File: config.mk
export PLATFORM = sky130hd
export DESIGN_NAME = spi_host_ctrl
export DESIGN_NICKNAME = d
export VERILOG_FILES = /design/src/rtl/spi_host_pkg.sv /design/src/rtl/spi_host_clkdiv.sv /design/src/rtl/spi_host_shifter.sv /design/src/rtl/spi_host_regs.sv /design/src/rtl/spi_host_ctrl.sv
export SDC_FILE = /design/constraint.sdc
export NUM_CORES = 1
export LEC_CHECK = 0
export BUFFER_PORTS_ARGS = -buffer_cell sky130_fd_sc_hd__buf_4
export CAP_MARGIN = 10
export CELL_PAD_IN_SITES_DETAIL_PLACEMENT = 1
export CELL_PAD_IN_SITES_GLOBAL_PLACEMENT = 2
export CORE_MARGIN = 3
export CORE_UTILIZATION = 35
export CTS_BUF_LIST = sky130_fd_sc_hd__clkbuf_8
export CTS_CLUSTER_DIAMETER = 100
export DETAILED_ROUTE_END_ITERATION = 12
export PLACE_DENSITY_LB_ADDON = 0.2
export SLEW_MARGIN = 20
export SYNTH_ARGS = -nofsm -noshare
export SYNTH_HDL_FRONTEND = slang
export SYNTH_HIERARCHICAL = 1
export SYNTH_SLANG_ARGS = --single-unit
File: constraint.sdc
create_clock -name clk -period 2.6 [get_ports clk]
set_clock_uncertainty 0.05 [all_clocks]
set_input_delay 0.26 -clock clk [delete_from_list [all_inputs] [get_ports clk]]
set_output_delay 0.26 -clock clk [all_outputs]
set_load 0.005 [all_outputs]
File: src/rtl/spi_host_pkg.sv
package spi_host_pkg;
  localparam int ADDR_W   = 5;
  localparam int DATA_W   = 32;
  localparam int WORD_MAX = 16;
  localparam int WORD_MIN = 8;
  localparam int PRE_W    = 5;
  localparam int BIT_CW   = $clog2(WORD_MAX);

  localparam logic [ADDR_W-1:0] OFF_CTRL  = 5'h00;
  localparam logic [ADDR_W-1:0] OFF_CFG   = 5'h04;
  localparam logic [ADDR_W-1:0] OFF_TX    = 5'h08;
  localparam logic [ADDR_W-1:0] OFF_RX    = 5'h0C;
  localparam logic [ADDR_W-1:0] OFF_CAUSE = 5'h10;

  // Prescale encoding: half period = field - base, floored at PRE_MIN_HALF.
  localparam logic [PRE_W-1:0] PRE_BASE     = 5'h10;
  localparam logic [PRE_W-1:0] PRE_MIN_HALF = 5'd2;

  typedef enum logic [2:0] {
    SEL_CTRL, SEL_CFG, SEL_TX, SEL_RX, SEL_CAUSE, SEL_NONE
  } reg_sel_e;
endpackage

File: src/rtl/spi_host_clkdiv.sv
module spi_host_clkdiv
  import spi_host_pkg::*;
(
  input  logic             clk,
  input  logic             rst_n,
  input  logic             run,
  input  logic [PRE_W-1:0] half_m1,
  output logic             tick
);
  logic [PRE_W-1:0] cnt_q, cnt_d;

  always_comb begin
    tick  = run && (cnt_q == half_m1);
    cnt_d = cnt_q;
    if (!run)      cnt_d = '0;
    else if (tick) cnt_d = '0;
    else           cnt_d = cnt_q + 1'b1;
  end

  always_ff @(posedge clk or negedge rst_n) begin
    if (!rst_n) cnt_q <= '0;
    else        cnt_q <= cnt_d;
  end
endmodule

File: src/rtl/spi_host_shifter.sv
module spi_host_shifter
  import spi_host_pkg::*;
(
  input  logic                clk,
  input  logic                rst_n,
  input  logic                start,
  input  logic                wide,
  input  logic [PRE_W-1:0]    prescale,
  input  logic [WORD_MAX-1:0] tx_word,
  input  logic                miso,
  input  logic                tick,
  output logic [PRE_W-1:0]    half_m1,
  output logic                busy,
  output logic                sck,
  output logic                mosi,
  output logic                done,
  output logic [WORD_MAX-1:0] rx_word
);
  localparam int PAD = WORD_MAX - WORD_MIN;

  logic                busy_q, busy_d;
  logic                sck_q, sck_d;
  logic                wide_q, wide_d;
  logic [BIT_CW-1:0]   bit_q, bit_d;
  logic [PRE_W-1:0]    hm1_q, hm1_d;
  logic [WORD_MAX-1:0] txsh_q, txsh_d;
  logic [WORD_MAX-1:0] rxsh_q, rxsh_d;
  logic [BIT_CW-1:0]   last_bit;
  logic [PRE_W-1:0]    half_sel;

  always_comb begin
    last_bit = wide_q ? BIT_CW'(WORD_MAX - 1) : BIT_CW'(WORD_MIN - 1);
    half_sel = (prescale < (PRE_BASE + PRE_MIN_HALF)) ? PRE_MIN_HALF
                                                      : (prescale - PRE_BASE);
    done     = busy_q && tick && sck_q && (bit_q == last_bit);

    busy_d = busy_q;
    sck_d  = sck_q;
    wide_d = wide_q;
    bit_d  = bit_q;
    hm1_d  = hm1_q;
    txsh_d = txsh_q;
    rxsh_d = rxsh_q;

    if (!busy_q && start) begin
      busy_d = 1'b1;
      sck_d  = 1'b0;
      wide_d = wide;
      bit_d  = '0;
      hm1_d  = half_sel - 1'b1;
      txsh_d = wide ? tx_word : {tx_word[WORD_MIN-1:0], {PAD{1'b0}}};
    end else if (busy_q && tick) begin
      if (!sck_q) begin
        sck_d  = 1'b1;
        rxsh_d = {rxsh_q[WORD_MAX-2:0], miso};
      end else begin
        sck_d = 1'b0;
        if (bit_q == last_bit) begin
          busy_d = 1'b0;
        end else begin
          bit_d  = bit_q + 1'b1;
          txsh_d = {txsh_q[WORD_MAX-2:0], 1'b0};
        end
      end
    end
  end

  always_ff @(posedge clk or negedge rst_n) begin
    if (!rst_n) begin
      busy_q <= 1'b0;
      sck_q  <= 1'b0;
      wide_q <= 1'b0;
      bit_q  <= '0;
      hm1_q  <= '0;
      txsh_q <= '0;
      rxsh_q <= '0;
    end else begin
      busy_q <= busy_d;
      sck_q  <= sck_d;
      wide_q <= wide_d;
      bit_q  <= bit_d;
      hm1_q  <= hm1_d;
      txsh_q <= txsh_d;
      rxsh_q <= rxsh_d;
    end
  end

  assign half_m1 = hm1_q;
  assign busy    = busy_q;
  assign sck     = sck_q;
  assign mosi    = busy_q & txsh_q[WORD_MAX-1];
  assign rx_word = wide_q ? rxsh_q : {{PAD{1'b0}}, rxsh_q[WORD_MIN-1:0]};


  sck_idle_low_chk: assert property (@(posedge clk) disable iff (!rst_n)
    !busy_q |-> !sck_q);


  sck_hold_chk: assert property (@(posedge clk) disable iff (!rst_n)
    (busy_q && !tick) |=> $stable(sck_q));
endmodule

File: src/rtl/spi_host_regs.sv
module spi_host_regs
  import spi_host_pkg::*;
(
  input  logic                clk,
  input  logic                rst_n,
  input  logic                wr,
  input  logic [ADDR_W-1:0]   addr,
  input  logic [DATA_W-1:0]   wdata,
  input  logic                busy,
  input  logic                done,
  input  logic [WORD_MAX-1:0] rx_word,
  output logic [DATA_W-1:0]   rdata,
  output logic                cs_on,
  output logic                wide,
  output logic [PRE_W-1:0]    prescale,
  output logic                start,
  output logic [WORD_MAX-1:0] tx_word
);
  reg_sel_e            sel;
  logic                cs_q, cs_d;
  logic                wide_q, wide_d;
  logic [PRE_W-1:0]    pre_q, pre_d;
  logic                flag_q, flag_d;
  logic [WORD_MAX-1:0] rx_q, rx_d;
  logic                clr_req;

  always_comb begin
    unique case (addr)
      OFF_CTRL:  sel = SEL_CTRL;
      OFF_CFG:   sel = SEL_CFG;
      OFF_TX:    sel = SEL_TX;
      OFF_RX:    sel = SEL_RX;
      OFF_CAUSE: sel = SEL_CAUSE;
      default:   sel = SEL_NONE;
    endcase
  end

  always_comb begin
    clr_req = wr && (sel == SEL_CAUSE) && (wdata == '0);
    cs_d   = (wr && sel == SEL_CTRL) ? wdata[0] : cs_q;
    wide_d = (wr && sel == SEL_CFG)  ? wdata[PRE_W] : wide_q;
    pre_d  = (wr && sel == SEL_CFG)  ? wdata[PRE_W-1:0] : pre_q;
    flag_d = done ? 1'b1 : (clr_req ? 1'b0 : flag_q);
    rx_d   = done ? rx_word : rx_q;
  end

  always_ff @(posedge clk or negedge rst_n) begin
    if (!rst_n) begin
      cs_q   <= 1'b0;
      wide_q <= 1'b0;
      pre_q  <= '0;
      flag_q <= 1'b0;
      rx_q   <= '0;
    end else begin
      cs_q   <= cs_d;
      wide_q <= wide_d;
      pre_q  <= pre_d;
      flag_q <= flag_d;
      rx_q   <= rx_d;
    end
  end

  always_comb begin
    rdata = '0;
    unique case (sel)
      SEL_CTRL:  rdata[0] = cs_q;
      SEL_CFG:   rdata[PRE_W:0] = {wide_q, pre_q};
      SEL_RX:    rdata[WORD_MAX-1:0] = rx_q;
      SEL_CAUSE: rdata[0] = flag_q;
      default:   rdata = '0;
    endcase
  end

  assign cs_on    = cs_q;
  assign wide     = wide_q;
  assign prescale = pre_q;
  assign start    = wr && (sel == SEL_TX) && !busy;
  assign tx_word  = wdata[WORD_MAX-1:0];


  flag_set_chk: assert property (@(posedge clk) disable iff (!rst_n)
    done |=> flag_q);


  flag_clear_chk: assert property (@(posedge clk) disable iff (!rst_n)
    (!done && clr_req) |=> !flag_q);


  rx_stable_chk: assert property (@(posedge clk) disable iff (!rst_n)
    (busy && !done) |=> $stable(rx_q));
endmodule

File: src/rtl/spi_host_ctrl.sv
module spi_host_ctrl
  import spi_host_pkg::*;
(
  input  logic              clk,
  input  logic              rst_n,
  input  logic              reg_wr,
  input  logic [ADDR_W-1:0] reg_addr,
  input  logic [DATA_W-1:0] reg_wdata,
  output logic [DATA_W-1:0] reg_rdata,
  output logic              cs_n,
  output logic              sck,
  output logic              mosi,
  input  logic              miso
);
  logic [1:0] rst_sync_q;
  logic       rst_int_n;

  always_ff @(posedge clk or negedge rst_n) begin
    if (!rst_n) rst_sync_q <= 2'b00;
    else        rst_sync_q <= {rst_sync_q[0], 1'b1};
  end
  assign rst_int_n = rst_sync_q[1];

  logic                cs_on, wide, start, busy, done, tick;
  logic [PRE_W-1:0]    prescale, half_m1;
  logic [WORD_MAX-1:0] tx_word, rx_word;

  spi_host_regs u_regs (
    .clk      (clk),
    .rst_n    (rst_int_n),
    .wr       (reg_wr),
    .addr     (reg_addr),
    .wdata    (reg_wdata),
    .busy     (busy),
    .done     (done),
    .rx_word  (rx_word),
    .rdata    (reg_rdata),
    .cs_on    (cs_on),
    .wide     (wide),
    .prescale (prescale),
    .start    (start),
    .tx_word  (tx_word)
  );

  spi_host_clkdiv u_div (
    .clk     (clk),
    .rst_n   (rst_int_n),
    .run     (busy),
    .half_m1 (half_m1),
    .tick    (tick)
  );

  spi_host_shifter u_shift (
    .clk      (clk),
    .rst_n    (rst_int_n),
    .start    (start),
    .wide     (wide),
    .prescale (prescale),
    .tx_word  (tx_word),
    .miso     (miso),
    .tick     (tick),
    .half_m1  (half_m1),
    .busy     (busy),
    .sck      (sck),
    .mosi     (mosi),
    .done     (done),
    .rx_word  (rx_word)
  );

  assign cs_n = ~cs_on;
endmodule

* Yosys cells after proc, flatten, opt, wreduce, memory -nomap -nowiden
Cells that the tools add are included.
** Storage, ports and cells
- Flip-flop bits (word level) :: 75
- Input port bits :: 41
- Output and inout port bits :: 35
** Operators by class
- $add $sub $neg :: 4
- $lt $le $gt $ge :: 1
- Equality and inequality tests :: 11
- Multiplexer cells :: 27
- Bitwise operators :: 4
- Reduce and logical (&&, ||, !) cells :: 22
** Operator list (count)
- 16-bit 2-to-1 mux :: 6
- 32-bit logical NOT :: 1
- 4-bit 2-to-1 mux :: 5
- 5-bit 2-to-1 mux :: 3
- 3-bit case mux with 5 select lines :: 1
- 1-bit logical AND :: 11
- 5-bit by 4-bit == test with 1-bit output, second input constant :: 2
- 10-bit 2-to-1 mux :: 1
- 5-bit case mux with 2 select lines :: 1
- 1-bit 2-to-1 mux :: 9
- 3-bit AND reduction :: 3
- 2-bit nonzero test :: 4
- 3-bit by 2-bit == test with 1-bit output, second input constant :: 2
- 5-bit by 1-bit adder with 5-bit output, second input constant :: 1
- 5-bit by 3-bit == test with 1-bit output, second input constant :: 1
- 5-bit == test :: 1
- 5-bit == test, second input constant :: 1
- 5-bit logical NOT :: 1
- 5-bit < comparator, second input constant :: 1
- 5-bit by 1-bit subtractor with 5-bit output, second input constant :: 1
- 5-bit subtractor, second input constant :: 1
- 4-bit by 1-bit adder with 4-bit output, second input constant :: 1
- 4-bit == test :: 1
- 1-bit case mux with 4 select lines :: 1
- 7 further kinds :: 9

* Logic depth before layout (Yosys ltp)
Gate-level depths: netlist (run 1).
- Depth after elaboration :: 8
- Gate-level depth with buffers :: 10
- Gate-level depth less buffers :: 8

* Modules after synthesis
The synthesis (run 1) kept the hierarchy.
** Modules (own cells, without submodules)
- spi_host_shifter :: instances 1, cells each 234, area each 2444.8 um2, sequential area each 1101.1 um2
- spi_host_regs :: instances 1, cells each 125, area each 1443.9 um2, sequential area each 600.6 um2
- spi_host_clkdiv :: instances 1, cells each 26, area each 291.5 um2, sequential area each 125.1 um2
- spi_host_ctrl :: instances 1, cells each 4, area each 57.6 um2, sequential area each 50.0 um2

* Worst setup path before layout (run 1)
No wires, ideal clock.
- Path type :: register -> register
- Start point :: register u_div.cnt_q[3]
- End point :: register u_regs.rx_q[10]
- Library setup time :: 0.125 ns
- Arrival time :: 2.409 ns
- Slack :: 0.016 ns
- Stages on the path, launching flop included :: 10
- Buffers on the path :: 3
- Period minus slack after synthesis :: 2.584 ns
- Path through :: dfrtp_1 -> xor2_1 -> nor4_4 -> and3_1 -> nand3_2 -> buf_2 -> nor3_2 -> buf_6 -> buf_6 -> mux2_2
** Between the ends
- Longest elaborated chain between the ends :: 5
** RTL lines
- start, declared :: RTL line spi_host_clkdiv.sv:10 : logic [PRE_W-1:0] cnt_q, cnt_d;
- start signal, assigned :: RTL line spi_host_clkdiv.sv:22 : else cnt_q <= cnt_d;
- 5-bit == test :: RTL line spi_host_clkdiv.sv:13 : tick = run && (cnt_q == half_m1);
- 1-bit logical AND :: RTL line spi_host_clkdiv.sv:13
- named net tick :: RTL line spi_host_ctrl.sv:24 : logic cs_on, wide, start, busy, done, tick;
- 1-bit logical AND (3 in a row) :: RTL line spi_host_shifter.sv:35 : done = busy_q && tick && sck_q && (bit_q == last_bit);
- named net done :: RTL line spi_host_ctrl.sv:24
- end signal, assigned :: RTL line spi_host_regs.sv:59 : rx_q <= rx_d;
- end, declared :: RTL line spi_host_regs.sv:24 : logic [WORD_MAX-1:0] rx_q, rx_d;
The timed path passes the listed nets, and every way through them passes these cells.
A chain may end at the register's enable or synchronous reset.

* Worst setup path in the final report (run 1)
- Start point :: register u_div.cnt_q[2]
- End point :: register u_regs.flag_q
** Between the ends
- Longest elaborated chain between the ends :: 6
** RTL lines
- 5-bit == test * :: RTL line spi_host_clkdiv.sv:13
- 1-bit logical AND * :: RTL line spi_host_clkdiv.sv:13
- named net tick :: RTL line spi_host_ctrl.sv:24
- 1-bit logical AND * (3 in a row) :: RTL line spi_host_shifter.sv:35
- named net done :: RTL line spi_host_ctrl.sv:24
- 1-bit 2-to-1 mux or 2-bit nonzero test (tied branches)
- end signal, assigned :: RTL line spi_host_regs.sv:58 : flag_q <= flag_d;
- end, declared :: RTL line spi_host_regs.sv:23 : logic flag_q, flag_d;
Mark *: on every way through the listed nets, which the timed path passes. The rest lies on a longest branch.

==> results.cfg, run 1 <==
[floorplanning]
start_util_pct = 36.5
placementRows = 39
ioPinCount = 76
core_area_sq_um = 11600
die_area_sq_um = 13500
fp.dieW_microns = 116
die_y_microns = 116

[synth]
ys_seq_area_share_pct = 44.3
synth_top_area_share_pct = 44.3
yosysWarnings = 6
synth_compound_area_share_pct = 14.8
synth_cell_types = 52
synth-edff-count = 0
ys_ff_latch = 75
synth_fa_ha_area_share_pct = 0.886
async_flop_share_pct = 100
synthSimpleGateAreaFrac_pct = 14.4
yosysTopAreaCell = dfrtp_1
synth_top_family_by_area = compound AO/OA/AOI/OAI gates
muxShareOfSynthArea_pct = 11.1
synth_area_per_cell_sq_um = 10.9
ys_top_cells_by_area = dfrtp_1 (44%), mux2_2 (9.8%), buf_4 (8.0%), a2bb2oi_1 (3.1%), and2_1 (3.0%)
ys.flop_type = dfrtp_1
synthCells = 389
synth-xor-area-share_pct = 2.66
netlist_area_sq_um = 4240

[power]
power.total_mw = 3.63
comb_power_share_pct = 27.4
p_clk_share_pct = 27.6
switching_share_pct = 33.4
leakage_nw = 2.24
ir_drop_uv = 251
power_density_nw_per_um2 = 759
seqPwrFrac_pct = 44.9
p_int_mw = 2.42
p_switching_mw = 1.21

[setup_path]
path_class = register to register
end_kind = register
start_kind = register
cp.required_ns = 2.78
arrival_ns = 2.51
crit_path_max_fanout = 19

[sta]
fmax_ghz = 0.431
tightest_slew_ns = 0.558
fin_crit_sh_pct = 89.3
timing.hold.ws_ns = 0.0868
slew_viol_final = 0
setup_ws_ns = 0.277
hold_violations = 0
period_needed_ns = 2.32
fin_tns_setup_ns = 0
final-setup-viol-count = 0
rsz0062_at_grt = false
relSlewSlack_pct = 62.8

[route]
drt_wl_total_microns = 10200
wire_per_inst_microns = 17.8
viasPerCell = 5.29
ant_nets = 0
drt_pass1_iterations = 4
vias = 3020
drc = 0
detailedRoute.firstIterationViolations = 124

[cells_and_area]
diodes = 0
drive_above_1_share_pct = 31.5
multi_input_area_sq_um = 1920
n_fill_cell = 1311
regArea_sq_um = 1880
area_growth_pct = 13.0
nets = 467

[place]
gp_congestion = 0.781
place_ws_ns = 0.291
portBuffers = 59
post-dp-hpwl_microns = 6970

[clock_tree]
htree_levels = 3
cts_resized = 0
cts_buffer_depth = 2
cts_setup_buffers = 0
ctsRootBufferMaster = clkbuf_8
cts_buffers = 9
cts_sinks = 75
clk_pin_slew_ns = 0.08
cts_tree = built
clk_latency_ns = 0.35
ctsHoldBuffers = 1

[grt]
antenna_found_initial = 0
grt_max_degree = 74
grt_overflow_total = 0
grt_pass1_wl_microns = 16700
grt_pass1_vias = 3236
grt_util_all_layers_pct = 16.0

[status]
status = finished clean

[flow_run]
maxCapViolations = 0

[worst_hold_path]
holdCritPathClass = primary input to register
synth_stat cells, types with 7 or more instances:
cell type and count:
a211oi_1 14, buf_4 45, nand2_1 19, nor4_1 7
buf_6 7, nor2b_1 9, buf_2 10, mux2_2 37
nand3_1 21, a21oi_1 9, and2_1 20, dfrtp_1 75
xor2_1 8, a31oi_1 15, o211ai_1 16, a2bb2oi_1 15
cells by family after synthesis:
| group | Yosys count |
|---|---|
| buffers and inverters | 69 |
| other | 2 |
| DFF | 75 |
| and+or+nand+nor | 100 |
| xor gates and xnor gates | 12 |
| AOI/OAI and AO/OA | 86 |
| adders and majority gates | 3 |
| muxes | 42 |
per-layer routing:
metal | global-route usage (%) | up-vias | wire [microns]
met4 | 4.80 | 0 | 88
li1 | - | 1429 | -
met3 | 3.81 | 5 | 425
met1 | 22.0 | 1512 | 4970
met5 | 0 | - | 0
met2 | 25.3 | 74 | 4690
power groups by stage:
| stage | Clock [mW] | Combinational [mW] | Sequential (mW) |
|---|---|---|---|
| after floorplan | 0 | 0.840 | 1.58 |
| after global placement | 0 | 0.979 | 1.65 |
| after detailed placement | 0 | 1.00 | 1.66 |
| after CTS | 1.04 | 1.01 | 1.64 |
| after global routing | 1.09 | 1.11 | 1.68 |
| final | 1.00 | 0.997 | 1.63 |
metrics by stage:
step | utilization, % | cell area (sq um) | instances
2_1_floorplan | - | 4290 | 404
3_3_place_gp | 39.3 | 4560 | 554
3_5_place_dp | 39.3 | 4560 | 554
4_1_cts | 41.2 | 4790 | 571
5_1_grt | 41.2 | 4790 | 571
6_report | 41.2 | 4790 | 571
critical path, cell delays in order (launching register included):
cell and delay [ns]:
dfrtp_1 0.42, xor2_1 0.28, nor4_4 0.09, and3_1 0.25, nand3_2 0.12, nor3_2 0.06
buf_12 0.16, nor4bb_1 0.28, nand4_1 0.13, o32a_1 0.36
flip-flops by register name, summed over array words and instances, names as in the netlist:
register / cells
u_shift/bit_q: 4
u_shift/half_m1: 5
u_shift/wide_q: 1
u_shift/busy: 1
u_shift/txsh_q: 16
u_regs/flag_q: 1
u_shift/rxsh_q: 16
u_regs/wide: 1
u_div/cnt_q: 5
rst_sync_q: 2
u_regs/rx_q: 16
u_regs/cs_on: 1
u_shift/sck: 1
u_regs/prescale: 5
cell usage in the layout, fill, tap and decap left out, types with 2 or more instances in the layout:
master      n
conb_1     17
nor4_1      7
clkbuf_8    9
a22o_1      6
mux2_2     37
nand2_1    19
a21oi_1     9
mux2i_1     3
and3_1      3
a211oi_1   14
o21ai_0     5
ha_1        3
nor2_1      4
o311ai_0    2
inv_1       5
nor2b_1     9
o211ai_1   16
buf_4      71
buf_12      2
dfrtp_1    74
bufinv_16   2
xnor2_1     3
xor2_1      8
mux2_1      2
a31oi_1    15
inv_6       2
a2bb2oi_1  15
nand3_1    21
and2_1     20
final cells by class:
type | count | area share, %
Multi-Input combinational cell | 260 | 40.1
Sequential cell | 75 | 39.2
Timing Repair Buffer | 74 | 12.2
Tap cell | 143 | 3.74
Clock buffer | 9 | 2.59
Clock inverter | 7 | 1.93
Inverter | 3 | 0.235
path summary, 6_finish.rpt:
path / endpoint / from / slack (ns) / depth (start not counted)
worst min register to register: u_shift/rxsh_q[2] / rst_sync_q[1] / 0.24 / 1
worst max-delay path: u_regs/flag_q / u_div/cnt_q[2] / 0.28 / 9
max in group asynchronous: u_shift/bit_q[1] / rst_sync_q[1] / 1.94 / 1
worst max register to register: u_regs/flag_q / u_div/cnt_q[2] / 0.28 / 9
worst min-delay path: u_shift/rxsh_q[0] / miso / 0.09 / 2
min in group asynchronous: rst_sync_q[1] / rst_n / 0.17 / 2
No activity file was read; power rests on OpenSTA's default activity.
==> run 2, diff against run 1 <==
CTS_CLUSTER_DIAMETER = 50   (was 100)
PLACE_DENSITY_LB_ADDON = 0.05   (was 0.2)
==> run 2 against run 1 <==
  * Largest cell class unchanged
  * Flip-flop and latch count is the same
  * Via count fell by 0.70%
  * Largest power group unchanged
  * Cell count increased by 0.18%
  * Critical path type unchanged
  * Total power decreased by 2.0%
  * Routed wire length grew 1.1%
  * Highest routed layer unchanged
==> results.cfg, run 2 (synthesis results as in run 1) <==
[status]
status = finished clean

[route]
vias = 2999
drt_wl_total_microns = 10300
ant_nets = 0
wire_per_inst_microns = 18.0
viasPerCell = 5.24
drt_pass1_iterations = 4
drc = 0
detailedRoute.firstIterationViolations = 119

[worst_hold_path]
min-delay-start = miso
holdPathStages = 2
holdCritPathClass = primary input to register
min_to = u_shift/rxsh_q[0]

[clock_tree]
htree_levels = 3
cts_sinks = 75
cts_setup_buffers = 0
cts_tree = built
cts_buffers = 9
cts_buffer_depth = 2
clk_pin_slew_ns = 0.08
ctsRootBufferMaster = clkbuf_8
cts_resized = 0
clk_latency_ns = 0.36

[place]
post-dp-hpwl_microns = 7320
place_ws_ns = 0.279
gp_congestion = 0.696
portBuffers = 59

[grt]
grt_pass1_vias = 3047
grt_overflow_total = 0
grt_pass1_wl_microns = 16700
grt_util_all_layers_pct = 16.3
antenna_found_initial = 0
grt_max_degree = 46

[power]
switching_share_pct = 34.3
power_density_nw_per_um2 = 743
leakage_nw = 2.24
p_int_mw = 2.34
seqPwrFrac_pct = 45.6
ir_drop_uv = 276
comb_power_share_pct = 28.5
p_switching_mw = 1.22
p_clk_share_pct = 25.9

[sta]
setup_ws_ns = 0.274
fin_tns_setup_ns = 0
relSlewSlack_pct = 52.0
final-setup-viol-count = 0
timing.hold.ws_ns = 0.0785
hold_violations = 0
rsz0062_at_grt = false
slew_viol_final = 0
period_needed_ns = 2.33
fmax_ghz = 0.430
fin_crit_sh_pct = 89.5
tightest_slew_ns = 0.719

[cells_and_area]
utilization_pct = 41.3
drive_above_1_share_pct = 31.9
n_fill_cell = 1292
area_growth_pct = 13.0
nets = 468
layout_common_cells = dfrtp_1 (74), buf_4 (71), mux2_2 (37), nand3_1 (21), and2_1 (20)
layout_commonest_cell = dfrtp_1
reg_top3 = u_regs/rx_q: 16 flops, u_shift/rxsh_q: 16 flops, u_shift/txsh_q: 16 flops
diodes = 0

[floorplanning]
fp.dieW_microns = 116
ioPinCount = 76
start_util_pct = 36.5
placementRows = 39
die_y_microns = 116
core_area_sq_um = 11600
die_area_sq_um = 13500

[setup_path]
path_class = register to register
arrival_ns = 2.52
end_kind = register
r2r_slack_ns = 0.27
r2r-start = u_div/cnt_q[3]
reg2reg_to = u_regs/rx_q[10]
crit_path_max_fanout = 19
cp.required_ns = 2.80
start_kind = register
reg2reg_depth = 7
crit_start = u_div/cnt_q[3]

[flow_run]
maxCapViolations = 0
[run 2: metal layers]
layer / vias to the layer above / global-route usage (%) / share of wire, %
met5: - / 0 / 0
met4: 0 / 6.19 / 1.3
met3: 9 / 3.50 / 4.0
met2: 75 / 23.9 / 44
met1: 1488 / 23.6 / 51
li1: 1427 / - / -
[run 2: area by class of cell]
| class | instances | area, sq um | share of cell area [%] |
|---|---|---|---|
| well taps | 143 | 179 | 3.73 |
| flip-flops and latches | 75 | 1880 | 39.2 |
| multi-input cells | 260 | 1920 | 40.1 |
| clock inverters | 7 | 76.3 | 1.59 |
| repair buffers | 75 | 603 | 12.6 |
| clock buffers | 9 | 124 | 2.59 |
| inverters | 3 | 11.3 | 0.235 |
[run 2: repair_timing]
action | 4_1_cts | 5_1_grt
hold endpoints to repair | 2 | 0
hold buffers | 1 | 0
endpoints found under the setup margin | 0 | 0
[run 2: worst max path at each step]
stage / slack, ns / cells after the start / end
3_3_place_gp: 0.37 / 7 / u_regs/rx_q[7]
5_1_grt: 0.15 / 7 / u_regs/rx_q[8]
6_report: 0.27 / 7 / u_regs/rx_q[10]
4_1_cts: 0.24 / 7 / u_regs/rx_q[10]
3_5_place_dp: 0.28 / 7 / u_regs/rx_q[6]
2_1_floorplan: 0.02 / 9 / u_regs/rx_q[10]
[run 2: power groups by stage]
stage | Sequential (mW) | Clock, mW | Combinational (mW)
3_5_place_dp | 1.65 | 0 | 1.02
2_1_floorplan | 1.58 | 0 | 0.840
6_report | 1.62 | 0.922 | 1.01
3_3_place_gp | 1.64 | 0 | 1.00
4_1_cts | 1.63 | 0.968 | 1.02
5_1_grt | 1.67 | 1.02 | 1.14
[run 2: metrics by stage]
stage	area [sq um]	total power, mW	std cells
6_report	4790	3.56	572
5_1_grt	4790	3.83	572
4_1_cts	4790	3.62	572
3_5_place_dp	4580	2.67	555
3_3_place_gp	4580	2.64	555
2_1_floorplan	4290	2.42	404
[run 2: worst max-delay path, stage by stage, from the launching register on]
cell and delay (ns):
dfrtp_1 0.42, xor2_1 0.21, nor4_4 0.30, and3_1 0.34, nand3_2 0.12, nor3_2 0.22
buf_12 0.21, mux2_2 0.34
